$ cat src/rtl/icu_pkg.sv
package icu_pkg;
    typedef enum logic [1:0] {
        ST_IDLE,
        ST_RESOLVE,
        ST_DRIVE
    } ack_st_t;

    localparam logic [1:0] A_MODE = 2'd0;
    localparam logic [1:0] A_PEND = 2'd1;
    localparam logic [1:0] A_MASK = 2'd2;
    localparam logic [1:0] A_INSV = 2'd3;

    localparam logic [7:0] VEC_UNSET = 8'h0F;
    localparam logic [4:0] SRC_L7    = 5'h1F;
    localparam logic [4:0] SRC_L6    = 5'h1E;
    localparam logic [4:0] SRC_L1    = 5'h1D;
    localparam logic [4:0] SRC_SPUR  = 5'h1C;

    // line order in 3-bit fields: [2] level 7, [1] level 6, [0] level 1
    typedef struct packed {
        logic       dedicated;
        logic [2:0] xvec_sel;
        logic [2:0] edge_sel;
        logic [2:0] vbase;
    } mode_t;
endpackage

$ cat src/rtl/icu_regs.sv
module icu_regs
    import icu_pkg::*;
#(
    parameter int N_SRC = 8
) (
    input  logic             clk,
    input  logic             sys_rst_n,
    input  logic             soft_rst,
    input  logic             wr,
    input  logic [1:0]       addr,
    input  logic [15:0]      wdata,
    input  logic [N_SRC-1:0] int_req,
    input  logic [N_SRC-1:0] ack_int,
    output mode_t            mode_q,
    output logic             base_set,
    output logic [N_SRC-1:0] pend,
    output logic [N_SRC-1:0] mask,
    output logic [N_SRC-1:0] insv,
    output logic [15:0]      rdata
);
    logic             unused_wd;
    logic [N_SRC-1:0] pend_clr;
    logic [N_SRC-1:0] insv_clr;

    assign unused_wd = ^wdata;
    assign pend_clr  = ack_int | ((wr && addr == A_PEND) ? wdata[N_SRC-1:0] : '0);
    assign insv_clr  = (wr && addr == A_INSV) ? wdata[N_SRC-1:0] : '0;

    always_ff @(posedge clk) begin
        if (!sys_rst_n) begin
            mode_q   <= '0;
            base_set <= 1'b0;
        end else if (wr && addr == A_MODE) begin
            mode_q.dedicated <= wdata[15];
            mode_q.xvec_sel  <= wdata[14:12];
            mode_q.edge_sel  <= wdata[10:8];
            mode_q.vbase     <= wdata[7:5];
            base_set         <= 1'b1;
        end
    end

    always_ff @(posedge clk) begin
        if (soft_rst) begin
            pend <= '0;
            mask <= '0;
            insv <= '0;
        end else begin
            pend <= (pend & ~pend_clr) | int_req;
            insv <= (insv & ~insv_clr) | ack_int;
            if (wr && addr == A_MASK) begin
                mask <= wdata[N_SRC-1:0];
            end
        end
    end

    always_comb begin
        unique case (addr)
            A_MODE:  rdata = {mode_q.dedicated, mode_q.xvec_sel, 1'b0,
                              mode_q.edge_sel, mode_q.vbase, 5'b0};
            A_PEND:  rdata = 16'(pend);
            A_MASK:  rdata = 16'(mask);
            default: rdata = 16'(insv);
        endcase
    end
endmodule

$ cat src/rtl/icu_ext.sv
module icu_ext (
    input  logic       clk,
    input  logic       soft_rst,
    input  logic       dedicated,
    input  logic [2:0] edge_sel,
    input  logic [2:0] pin_n,
    input  logic [2:0] lat_clr,
    output logic [2:0] line_act,
    output logic [2:0] ext_lvl
);
    logic [2:0] prev_n;

    always_ff @(posedge clk) begin
        if (soft_rst) begin
            prev_n <= 3'b111;
        end else begin
            prev_n <= pin_n;
        end
    end

    for (genvar g = 0; g < 3; g++) begin : g_line
        logic lat;
        always_ff @(posedge clk) begin
            if (soft_rst || !dedicated || !edge_sel[g]) begin
                lat <= 1'b0;
            end else if (prev_n[g] && !pin_n[g]) begin
                lat <= 1'b1;
            end else if (lat_clr[g]) begin
                lat <= 1'b0;
            end
        end
        assign line_act[g] = dedicated && (edge_sel[g] ? lat : !pin_n[g]);
    end

    always_comb begin
        if (!dedicated)      ext_lvl = ~pin_n;
        else if (line_act[2]) ext_lvl = 3'd7;
        else if (line_act[1]) ext_lvl = 3'd6;
        else if (line_act[0]) ext_lvl = 3'd1;
        else                  ext_lvl = 3'd0;
    end
endmodule

$ cat src/rtl/icu_prio.sv
module icu_prio #(
    parameter int N_SRC     = 8,
    parameter int INT_LEVEL = 4
) (
    input  logic [N_SRC-1:0] pend,
    input  logic [N_SRC-1:0] mask,
    input  logic [N_SRC-1:0] insv,
    input  logic [2:0]       ext_lvl,
    output logic             int_ok,
    output logic [4:0]       int_idx,
    output logic [2:0]       ipl
);
    localparam logic [2:0] LVL_INT = 3'(INT_LEVEL);

    logic [N_SRC-1:0] live;
    logic             int_any;
    logic             isr_any;
    logic [4:0]       isr_idx;
    logic [2:0]       int_lvl;

    assign live = pend & mask;

    always_comb begin
        int_any = 1'b0;
        int_idx = '0;
        isr_any = 1'b0;
        isr_idx = '0;
        for (int i = 0; i < N_SRC; i++) begin
            if (live[i]) begin
                int_any = 1'b1;
                int_idx = 5'(i);
            end
            if (insv[i]) begin
                isr_any = 1'b1;
                isr_idx = 5'(i);
            end
        end
    end

    assign int_ok  = int_any && (!isr_any || int_idx > isr_idx);
    assign int_lvl = int_ok ? LVL_INT : 3'd0;
    assign ipl     = (ext_lvl > int_lvl) ? ext_lvl : int_lvl;
endmodule

$ cat src/rtl/icu_ack_fsm.sv
module icu_ack_fsm
    import icu_pkg::*;
#(
    parameter int N_SRC     = 8,
    parameter int INT_LEVEL = 4
) (
    input  logic             clk,
    input  logic             soft_rst,
    input  logic             iack,
    input  logic [2:0]       iack_lvl,
    input  mode_t            mode_q,
    input  logic             base_set,
    input  logic             int_ok,
    input  logic [4:0]       int_idx,
    input  logic [2:0]       line_act,
    input  logic [2:0]       ext_lvl,
    output logic [N_SRC-1:0] ack_int,
    output logic [2:0]       lat_clr,
    output logic             vec_vld,
    output logic [7:0]       vec,
    output logic             ext_vec
);
    localparam logic [2:0] LVL_INT = 3'(INT_LEVEL);
    localparam logic [N_SRC-1:0] ONE = N_SRC'(1);

    ack_st_t    st, st_nx;
    logic [2:0] lvl_q;
    logic [7:0] vec_q;
    logic       ext_q;
    logic       take_int;
    logic       take_ext;
    logic [2:0] clr_d;
    logic [4:0] src;
    logic [7:0] vec_d;

    always_ff @(posedge clk) begin
        if (soft_rst) st <= ST_IDLE;
        else          st <= st_nx;
    end

    always_comb begin
        unique case (st)
            ST_IDLE:    st_nx = iack ? ST_RESOLVE : ST_IDLE;
            ST_RESOLVE: st_nx = ST_DRIVE;
            ST_DRIVE:   st_nx = iack ? ST_DRIVE : ST_IDLE;
            default:    st_nx = ST_IDLE;
        endcase
    end

    // source selection for the captured level
    always_comb begin
        take_int = 1'b0;
        take_ext = 1'b0;
        clr_d    = 3'b000;
        src      = SRC_SPUR;
        if (lvl_q == LVL_INT && int_ok) begin
            take_int = 1'b1;
            src      = int_idx;
        end else if (mode_q.dedicated && lvl_q == 3'd7 && line_act[2]) begin
            clr_d[2] = 1'b1;
            take_ext = mode_q.xvec_sel[2];
            src      = SRC_L7;
        end else if (mode_q.dedicated && lvl_q == 3'd6 && line_act[1]) begin
            clr_d[1] = 1'b1;
            take_ext = mode_q.xvec_sel[1];
            src      = SRC_L6;
        end else if (mode_q.dedicated && lvl_q == 3'd1 && line_act[0]) begin
            clr_d[0] = 1'b1;
            take_ext = mode_q.xvec_sel[0];
            src      = SRC_L1;
        end else if (!mode_q.dedicated && lvl_q != 3'd0 && lvl_q == ext_lvl) begin
            take_ext = 1'b1;
        end
        vec_d = base_set ? {mode_q.vbase, src} : VEC_UNSET;
    end

    always_ff @(posedge clk) begin
        if (soft_rst) begin
            lvl_q <= '0;
            vec_q <= '0;
            ext_q <= 1'b0;
        end else begin
            if (st == ST_IDLE && iack) lvl_q <= iack_lvl;
            if (st == ST_RESOLVE) begin
                vec_q <= vec_d;
                ext_q <= take_ext;
            end
        end
    end

    always_comb begin
        ack_int = (st == ST_RESOLVE && take_int) ? (ONE << int_idx) : '0;
        lat_clr = (st == ST_RESOLVE) ? clr_d : 3'b000;
        vec_vld = (st == ST_DRIVE) && !ext_q;
        ext_vec = (st == ST_DRIVE) && ext_q;
        vec     = vec_vld ? vec_q : 8'h00;
    end
endmodule

$ cat src/rtl/icu_top.sv
module icu_top
    import icu_pkg::*;
#(
    parameter int N_SRC     = 8,
    parameter int INT_LEVEL = 4
) (
    input  logic             clk,
    input  logic             sys_rst_n,
    input  logic             rst_n,
    input  logic             reg_wr,
    input  logic [1:0]       reg_addr,
    input  logic [15:0]      reg_wdata,
    output logic [15:0]      reg_rdata,
    input  logic [N_SRC-1:0] int_req,
    input  logic [2:0]       irq_pin_n,
    output logic [2:0]       ipl,
    input  logic             iack,
    input  logic [2:0]       iack_lvl,
    output logic             vec_vld,
    output logic [7:0]       vec,
    output logic             ext_vec
);
    logic             soft_rst;
    mode_t            mode_q;
    logic             base_set;
    logic             dedicated;
    logic [N_SRC-1:0] pend, mask, insv, ack_int;
    logic [2:0]       line_act, ext_lvl, lat_clr;
    logic             int_ok;
    logic [4:0]       int_idx;

    assign soft_rst  = !rst_n || !sys_rst_n;
    assign dedicated = mode_q.dedicated;

    icu_regs #(.N_SRC(N_SRC)) u_regs (
        .clk(clk), .sys_rst_n(sys_rst_n), .soft_rst(soft_rst),
        .wr(reg_wr), .addr(reg_addr), .wdata(reg_wdata),
        .int_req(int_req), .ack_int(ack_int),
        .mode_q(mode_q), .base_set(base_set),
        .pend(pend), .mask(mask), .insv(insv), .rdata(reg_rdata)
    );

    icu_ext u_ext (
        .clk(clk), .soft_rst(soft_rst), .dedicated(dedicated),
        .edge_sel(mode_q.edge_sel), .pin_n(irq_pin_n), .lat_clr(lat_clr),
        .line_act(line_act), .ext_lvl(ext_lvl)
    );

    icu_prio #(.N_SRC(N_SRC), .INT_LEVEL(INT_LEVEL)) u_prio (
        .pend(pend), .mask(mask), .insv(insv), .ext_lvl(ext_lvl),
        .int_ok(int_ok), .int_idx(int_idx), .ipl(ipl)
    );

    icu_ack_fsm #(.N_SRC(N_SRC), .INT_LEVEL(INT_LEVEL)) u_fsm (
        .clk(clk), .soft_rst(soft_rst), .iack(iack), .iack_lvl(iack_lvl),
        .mode_q(mode_q), .base_set(base_set), .int_ok(int_ok),
        .int_idx(int_idx), .line_act(line_act), .ext_lvl(ext_lvl),
        .ack_int(ack_int), .lat_clr(lat_clr),
        .vec_vld(vec_vld), .vec(vec), .ext_vec(ext_vec)
    );
endmodule

$ cat config.mk
export PLATFORM = sky130hd
export DESIGN_NAME = icu_top
export DESIGN_NICKNAME = d
export VERILOG_FILES = /design/src/rtl/icu_pkg.sv /design/src/rtl/icu_regs.sv /design/src/rtl/icu_ext.sv /design/src/rtl/icu_prio.sv /design/src/rtl/icu_ack_fsm.sv /design/src/rtl/icu_top.sv
export SDC_FILE = /design/constraint.sdc
export NUM_CORES = 1
export LEC_CHECK = 0
export BUFFER_PORTS_ARGS = -buffer_cell sky130_fd_sc_hd__buf_2
export CAP_MARGIN = 15
export CORE_MARGIN = 2
export CORE_UTILIZATION = 30
export DETAILED_ROUTE_END_ITERATION = 10
export HOLD_SLACK_MARGIN = 0.12
export REMOVE_ABC_BUFFERS = 1
export SYNTH_ARGS = -nofsm -noshare
export SYNTH_HDL_FRONTEND = slang
export SYNTH_HIERARCHICAL = 1
export SYNTH_SLANG_ARGS = --single-unit
$ cat constraint.sdc
create_clock -name clk -period 6 [get_ports clk]
set_input_delay 0.9 -clock clk [delete_from_list [all_inputs] [get_ports clk]]
set_output_delay 0.9 -clock clk [all_outputs]
set_load 0.05 [all_outputs]
==> run summary, run 1 <==
The run finished with clean final reports. After layout, the design draws a total of 0.7106 mW. The post-synthesis async set-or-reset flop share was 0; the total global routing track utilization was 0.1425. 0 antenna diodes ended up in the layout.

The number of CTS-inserted buffers was 5. The worst hold path begins at u_fsm/vec_q[5]. The critical path goes through a22oi_1 > o21ai_0 > ha_1 > a211oi_1 > o21ai_2 > o21ai_0 > ha_1 > nand2b_1 > and2_1 > buf_2. The first global-routing pass estimated 13230 um of wire. After detailed routing, the number of remaining DRC violations is 0.

From synthesis to final layout, the design area changed by 15.23%. The area share of the largest cell type after synthesis came out at 0.3376. No sink is reached through more buffers than the 2 on the longest clock path.

The worst register-to-register path begins at u_regs/pend[3]. The peak fanout along the critical path is 4. The netlist area before placement was 3262 um2; the count of cells along the worst register-to-register path was 13.

Across all register-to-register paths, the minimum setup slack is 2770 ps. The run gives 2067 ps as the minimum setup slack in the final design. The share of total power in the clock network was 0.320; the post-CTS setup buffer count was 0. During synthesis, Yosys emitted a total of 6 warnings. Number of enable flip-flop cells after synthesis: 0. The part of the total power dissipated in combinational logic came out at 0.140. The logs give 0 for the max-slew violation count and 379 for the gate count of the mapped netlist. The switching part of the total power is 0.2970, and the number of standard-cell rows in the floorplan is 38.

The aggregate global routing overflow was 0. Remaining number of nets flagged by the antenna check after routing: 0. The internal power of the cells totals 0.4996 mW. At the end of routability-driven placement, the weighted congestion stood at 0.8281.

The largest clock skew in the final design was 14.68 ps; the total of max-cap violations was 0. Along the worst hold path, the cell count comes to 2. In this run the power density over the cells is 189.1 nW/um2. Share of layout cells above drive strength 1: 0.2506.

Using the TritonRoute via totals, the vias-per-cell ratio works out to 4.871. At the pin with the least slew margin, the transition time is 1150 ps. The tools report the number of antenna violations at the first check in global routing as 0. Input and output buffers added on the ports amount to 63. The slowest stage of the critical path is the sky130_fd_sc_hd__o21ai_0 cell. The area of the die is 11720 um2, and the data required time of the critical path is 5100 ps. On the final layout, the worst hold slack is 460.0 ps. After floorplanning, the core was sized to cover 10750 um2.

The die is 108.3 um tall. Violation count after the first detailed-routing iteration: 102. Among all cell types in the netlist, the one instantiated most often is sky130_fd_sc_hd__dfxtp_1.

The top cell type by total area after synthesis was sky130_fd_sc_hd__dfxtp_1. The starting density of the core was 0.3036. In this run the number of H-tree levels came out at 2.

The setup slack after placement was 2461 ps. The setup TNS after final layout came out at 0 ps. Clock tree synthesis found a total of 55 sinks. The tools report the relative slew slack as 0.2297.

66 I/O pins were placed. The synthesized design contains 55 register bits. The count of final setup violators was 0.

In this design, the largest share of critical-path delay is due to compound AO/OA/AOI/OAI gates. The worst setup path is captured at a primary output. Worst min-delay path class: flip-flop to flip-flop. The final worst-path cycle share is 0.6555. The quantity of hold-fixing buffers added after cts is 0, and the detailed-route wire length per cell is 14.47 um. Entering global routing, the biggest net connects 52 pins. The via count of the first global-routing pass was 2749.

The commonest cells after synthesis are sky130_fd_sc_hd__dfxtp_1, sky130_fd_sc_hd__nand2_1, sky130_fd_sc_hd__inv_1. For hold timing, the worst endpoint is u_fsm/vec_q[5]. Portion of the post-synthesis area used by sequential elements: 0.3376. The number of gates resized after CTS was 0. The logs give 4 for the number of iterations in the first detailed-routing pass and 1163 for the filler cell count.

The tools report the static leakage power as 1.512 nW. The number of buffers and inverters on the critical path is 1. TritonCTS built the clock tree.

The core occupancy in the finished layout is 0.3498. The count of vias placed by the detailed router was 2801. Setup repair after global routing left no endpoint under its margin. The root buffer selected by CTS was sky130_fd_sc_hd__clkbuf_8. The shortest period the worst path allows was 3933 ps. Across the VDD grid, the largest voltage drop is 0.00008941 V.

The die width was 108.3 um; the maximum clock frequency was 254.2 MHz. Sorting the synthesized cells by area gives the leading types as sky130_fd_sc_hd__dfxtp_1, sky130_fd_sc_hd__mux2i_1, sky130_fd_sc_hd__nand2b_1. The critical path in this run is classified as flip-flop to primary output.

The most used flip-flop cell after synthesis is sky130_fd_sc_hd__dfxtp_1. The mean post-synth cell area was 8.607 um2. The critical register-to-register path endpoint was u_regs/insv[2]. For the worst setup path, the data arrival time is 3030 ps. Clock-pin slew was measured on the worst setup and hold paths at 120 ps. Final hold violation count: 0. The detailed-placement wirelength estimate was 6140 um. The tools report the startpoint kind of the worst setup timing path as a flip-flop. For this run, the post-layout net count is 476.

Wires add up to 8323 um. The number of different library cells in the post-synthesis netlist was 64; the peak per-stage delay on the critical path was 460 ps. The run gives 320 ps as the clock latency at the later pin of the worst-skew pair. The logs give 0.2110 mW for the power spent charging and discharging nets and 0.540 for the share of total power in sequential cells.
==> cell families after synthesis <==
family | share of synthesized area
and+or+nand+nor | 0.2977
AOI/OAI and AO/OA | 0.1680
DFF | 0.3376
buffers and inverters | 0.06943
muxes | 0.1005
adders and majority gates | 0.01918
other | 0.002302
xor gates and xnor gates | 0.005371
==> final cells by class <==
cell class                      instances  area, um2  area share
Timing Repair Buffer                   64      322.8     0.08589
Sequential cell                        55       1101      0.2929
Clock inverter                          3      28.78    0.007656
Clock buffer                            5      68.82     0.01831
Inverter                               33      123.9     0.03296
Multi-Input combinational cell        275       1938      0.5156
Tap cell                              140      175.2     0.04660
==> through the flow <==
step	cells	cell area, um2
finish	575	3759
global route	575	3759
CTS	575	3759
detailed placement	567	3661
global placement	567	3661
floorplan	363	3163
==> power groups by stage <==
stage,clock [mW],combinational (mW),sequential (mW)
after detailed placement,0,0.100,0.392
after floorplan,0,0.0651,0.388
after global placement,0,0.0977,0.391
final,0.227,0.0998,0.383
after global routing,0.249,0.109,0.385
after CTS,0.234,0.100,0.383
==> worst max-delay path by stage <==
stage | slack [ps] | depth (start not counted) | startpoint | endpoint
detailed placement | 2460 | 13 | u_regs/mask[2] | ipl[0]
CTS | 2050 | 10 | u_regs/pend[3] | ipl[0]
finish | 2070 | 10 | u_regs/pend[3] | ipl[0]
global placement | 2530 | 13 | u_regs/pend[2] | ipl[1]
global route | 1840 | 10 | u_regs/pend[3] | ipl[1]
floorplan | 2730 | 12 | u_regs/pend[2] | ipl[0]
==> placed cells by master (no fill, tap or decap), types with 3 or more instances in the layout <==
| master | netlist | layout |
|---|---|---|
| sky130_fd_sc_hd__ha_1 | 5 | 5 |
| sky130_fd_sc_hd__and2_1 | 18 | 18 |
| sky130_fd_sc_hd__nor3b_2 | 3 | 3 |
| sky130_fd_sc_hd__or2_2 | 3 | 3 |
| sky130_fd_sc_hd__o21ai_0 | 4 | 4 |
| sky130_fd_sc_hd__clkbuf_8 | 0 | 5 |
| sky130_fd_sc_hd__buf_2 | 7 | 63 |
| sky130_fd_sc_hd__o22ai_1 | 3 | 3 |
| sky130_fd_sc_hd__inv_1 | 32 | 32 |
| sky130_fd_sc_hd__nor2_1 | 30 | 30 |
| sky130_fd_sc_hd__and3_1 | 3 | 3 |
| sky130_fd_sc_hd__conb_1 | 2 | 3 |
| sky130_fd_sc_hd__nand3_1 | 7 | 7 |
| sky130_fd_sc_hd__a22oi_1 | 3 | 3 |
| sky130_fd_sc_hd__a21oi_1 | 10 | 10 |
| sky130_fd_sc_hd__nor2b_1 | 10 | 10 |
| sky130_fd_sc_hd__a221oi_2 | 7 | 7 |
| sky130_fd_sc_hd__nor3_1 | 12 | 12 |
| sky130_fd_sc_hd__nand2_1 | 37 | 37 |
| sky130_fd_sc_hd__a22o_1 | 5 | 5 |
| sky130_fd_sc_hd__and3b_1 | 3 | 3 |
| sky130_fd_sc_hd__a311oi_1 | 8 | 8 |
| sky130_fd_sc_hd__dfxtp_1 | 55 | 55 |
| sky130_fd_sc_hd__o211ai_1 | 3 | 3 |
| sky130_fd_sc_hd__mux4_2 | 3 | 3 |
| sky130_fd_sc_hd__nand2b_1 | 29 | 29 |
| sky130_fd_sc_hd__mux2i_1 | 20 | 20 |
| sky130_fd_sc_hd__mux2_2 | 4 | 4 |
==> flip-flops by register name (all words and copies together), names as in the netlist <==
signal and count:
u_ext/g_line.lat 3, u_ext/prev_n 3, u_fsm/ext_q 1, u_fsm/lvl_q 3
u_fsm/st 2, u_fsm/vec_q 8, u_regs/base_set 1, u_regs/insv 8
u_regs/mask 8, u_regs/mode_q 10, u_regs/pend 8
==> routing by layer <==
layer  up-vias  track usage  wire length [um]  share of wire
li1       1413            -                 -              -
met1      1304       0.1821              3941           0.47
met2        74       0.2457              3911           0.47
met3        10      0.02712               377          0.045
met4         0      0.03755                93          0.011
met5         -            0                 0              0
==> worst register-to-register path, stage by stage (launching register included) <==
cell and delay (ps):
sky130_fd_sc_hd__dfxtp_1 410, sky130_fd_sc_hd__a22oi_1 150, sky130_fd_sc_hd__o21ai_0 460, sky130_fd_sc_hd__ha_1 340, sky130_fd_sc_hd__nand3_1 70, sky130_fd_sc_hd__o21ai_0 90, sky130_fd_sc_hd__o21ai_2 140, sky130_fd_sc_hd__o21a_1 180
sky130_fd_sc_hd__nand4bb_1 160, sky130_fd_sc_hd__nor3_2 220, sky130_fd_sc_hd__nand2_1 150, sky130_fd_sc_hd__nor4_1 440, sky130_fd_sc_hd__inv_1 90, sky130_fd_sc_hd__a311oi_1 250
(Power assumes the default switching activity.)
==> run 2: changes to the inputs <==
==> constraint.sdc (replaced) <==
create_clock -name clk -period 4.1 [get_ports clk]
set_input_delay 0.615 -clock clk [delete_from_list [all_inputs] [get_ports clk]]
set_output_delay 0.615 -clock clk [all_outputs]
set_load 0.05 [all_outputs]
==> run 2 against run 1 <==
Sequential power up 46%. Non-clock buffer count up 1. Sequential cell count unchanged.
==> run summary, run 2 (synthesized netlist as in run 1, its figures left out) <==
The clock passes through at most 2 buffers. The aggregate global routing overflow is 0. In this run the count of I/O pins placed on the die edge is 66. Across the VDD grid, the largest voltage drop is 0.0001428 V. The tree is rooted in a sky130_fd_sc_hd__clkbuf_8.

The final worst-path cycle share is 0.8899. The worst setup path is captured at a primary output. The minimum setup slack in the final design is 451.3 ps.

The core occupancy in the finished layout came out at 0.3503. The power per cell area came out at 275.9 nW/um2. At the end of the flow, the number of nets in the layout was 477.

After filler insertion, the fill cell instance count of the layout stands at 1161. Leaving out fill and tap cells, the most frequent cell in the layout is sky130_fd_sc_hd__buf_2. The pre-antenna-repair detailed-routing pass consisted of 4 iterations. The total global routing track utilization was 0.1492. The tools report the largest clock skew in the final design as 12.14 ps. The area growth from synthesis to layout is 15.38%. Clock-pin slew was measured on the worst setup and hold paths at 120 ps. The worst path needs 3649 ps of the cycle, external delays included.

The detailed-route wire length per cell is 14.72 um. The logs give 3480 ps for the data required time of the critical path and 852.7 ps for the setup slack after placement. The die covers 11720 um2. The logs give 0 ps for the setup TNS after final layout and 0 for the total of max-cap violations. The wire-length estimate of the detail-placed layout is 6331 um. Broken down by cell family, the worst path's largest delay share belongs to compound AO/OA/AOI/OAI gates. Startpoint kind of the worst setup timing path: a flip-flop. The number of buffers and inverters on the critical path is 2.

Timing would allow up to 274.1 MHz. The final hold violation count is 0, and the count of final setup violators is 0. The die is 108.3 um tall. The final RePlAce weighted congestion came out at 0.8567.

The flow ran to the end, and the final reports show no timing, DRC or antenna violations. The logs give 0 for the antenna diode count and 28 for the maximum number of pins on one net before global-route repair. After clock tree synthesis, the setup repair step added 0 buffers. At the later pin of the worst-skew pair, clock insertion delay measures 330 ps. The worst path arrival time came out at 3030 ps. The tools report the relative slew slack as 0.2578. The clock net in this run drives a total of 55 sinks. The initialized floorplan defines 38 standard-cell rows. For this run, the slowest stage of the critical path takes 400 ps. TritonCTS built the clock tree.

The core outline area came out at 10750 um2. For the remaining number of nets flagged by the antenna check after routing, the log shows 0. In this run, post-CTS hold repair placed 0 buffers. Input and output buffers added on the ports amount to 63. At the pin with the least slew margin, the transition time is 1108 ps. u_regs/mode_q holds more flip-flops than any other register. The max-slew violation count is 0. The tools report the H-tree depth reported by CTS as 2.

Share of layout cells above drive strength 1: 0.2523. The die is 108.3 um wide. The first routing iteration left 125 violations. For the number of antenna violations at the first check in global routing, the log shows 0.

The global-route wire length before repair is 13740 um. The signal on the critical path passes through nand2_1 > a32o_1 > a31o_2 > inv_1 > ha_1 > nand3_1 > o21ai_0 > o21ai_2 > o21ai_0 > ha_1 > nand2b_1 > and2_1 > buf_2. The library cells used most frequently in the layout, excluding fill and tap cells, are sky130_fd_sc_hd__buf_2, sky130_fd_sc_hd__dfxtp_1, sky130_fd_sc_hd__nand2_1. The peak fanout along the critical path was 8. Kind of critical path: flip-flop to primary output. The register with the most flip-flops in the layout has 10 of them. The tools report the routed wire length as 8476 um. Worst min-delay path class: flip-flop to flip-flop. Across all layers, the routed design uses 2859 vias.

For this design, the slowest cell found on the critical path is sky130_fd_sc_hd__dfxtp_1. The logs give 0.3036 for the starting density of the core and 2805 for the via count of the first global-routing pass. Once the clock tree was built, the resizer swapped 0 gates to a different size. Setup repair after global routing left no endpoint under its margin. Dividing the detail-routed via count by the number of cells gives 4.964.

In the routed design, unresolved DRC markers number 0. For the total power of the final layout, the log shows 1.038 mW. The number of CTS-inserted buffers came out at 5.

Summed over all cells, the static leakage comes to 1.515 nW.
## run 2: worst paths after layout
check | startpoint | end | slack (ps) | depth (start not counted)
max | u_regs/mask[6] | ipl[1] | 450 | 13
min | u_fsm/vec_q[5] | u_fsm/vec_q[5] | 460 | 2
max reg2reg | u_regs/mask[6] | u_regs/insv[2] | 840 | 15
min reg2reg | u_fsm/vec_q[5] | u_fsm/vec_q[5] | 460 | 2
## run 2: final cells by class
class | count | area (um2) | area share
Inverter | 33 | 123.9 | 0.03291
Clock buffer | 5 | 68.82 | 0.01828
Sequential cell | 55 | 1101 | 0.2926
Multi-Input combinational cell | 275 | 1938 | 0.5150
Timing Repair Buffer | 65 | 330.3 | 0.08777
Clock inverter | 3 | 26.28 | 0.006981
Tap cell | 140 | 175.2 | 0.04654
## run 2: routing by layer
| metal | global-route usage | vias to the layer above | part of all wire |
|---|---|---|---|
| met3 | 0.02833 | 11 | 0.050 |
| met2 | 0.2507 | 76 | 0.47 |
| met4 | 0.05586 | 0 | 0.019 |
| met1 | 0.1895 | 1354 | 0.46 |
| li1 | - | 1418 | - |
| met5 | 0 | - | 0 |
## run 2: tightest hold or removal path, delay by kind of cell, from the launching register on
kind	cells	cell delay, ps
compound gates	1	50
simple gates	1	50
flops	1	320
## run 2: metrics by stage
stage	cell area [um2]	cells	hold slack [ps]
after floorplan	3163	363	427.3
after global placement	3669	568	436.4
after detailed placement	3669	568	443.3
after CTS	3764	576	460.1
after global routing	3764	576	483.9
final	3764	576	460.2
## run 2: where the power goes
part           leakage (nW)  total [mW]  internal (mW)  switching [mW]
logic                  1.02       0.147         0.0548          0.0921
clock network        0.0491       0.330          0.126           0.204
registers             0.447       0.561          0.547          0.0145
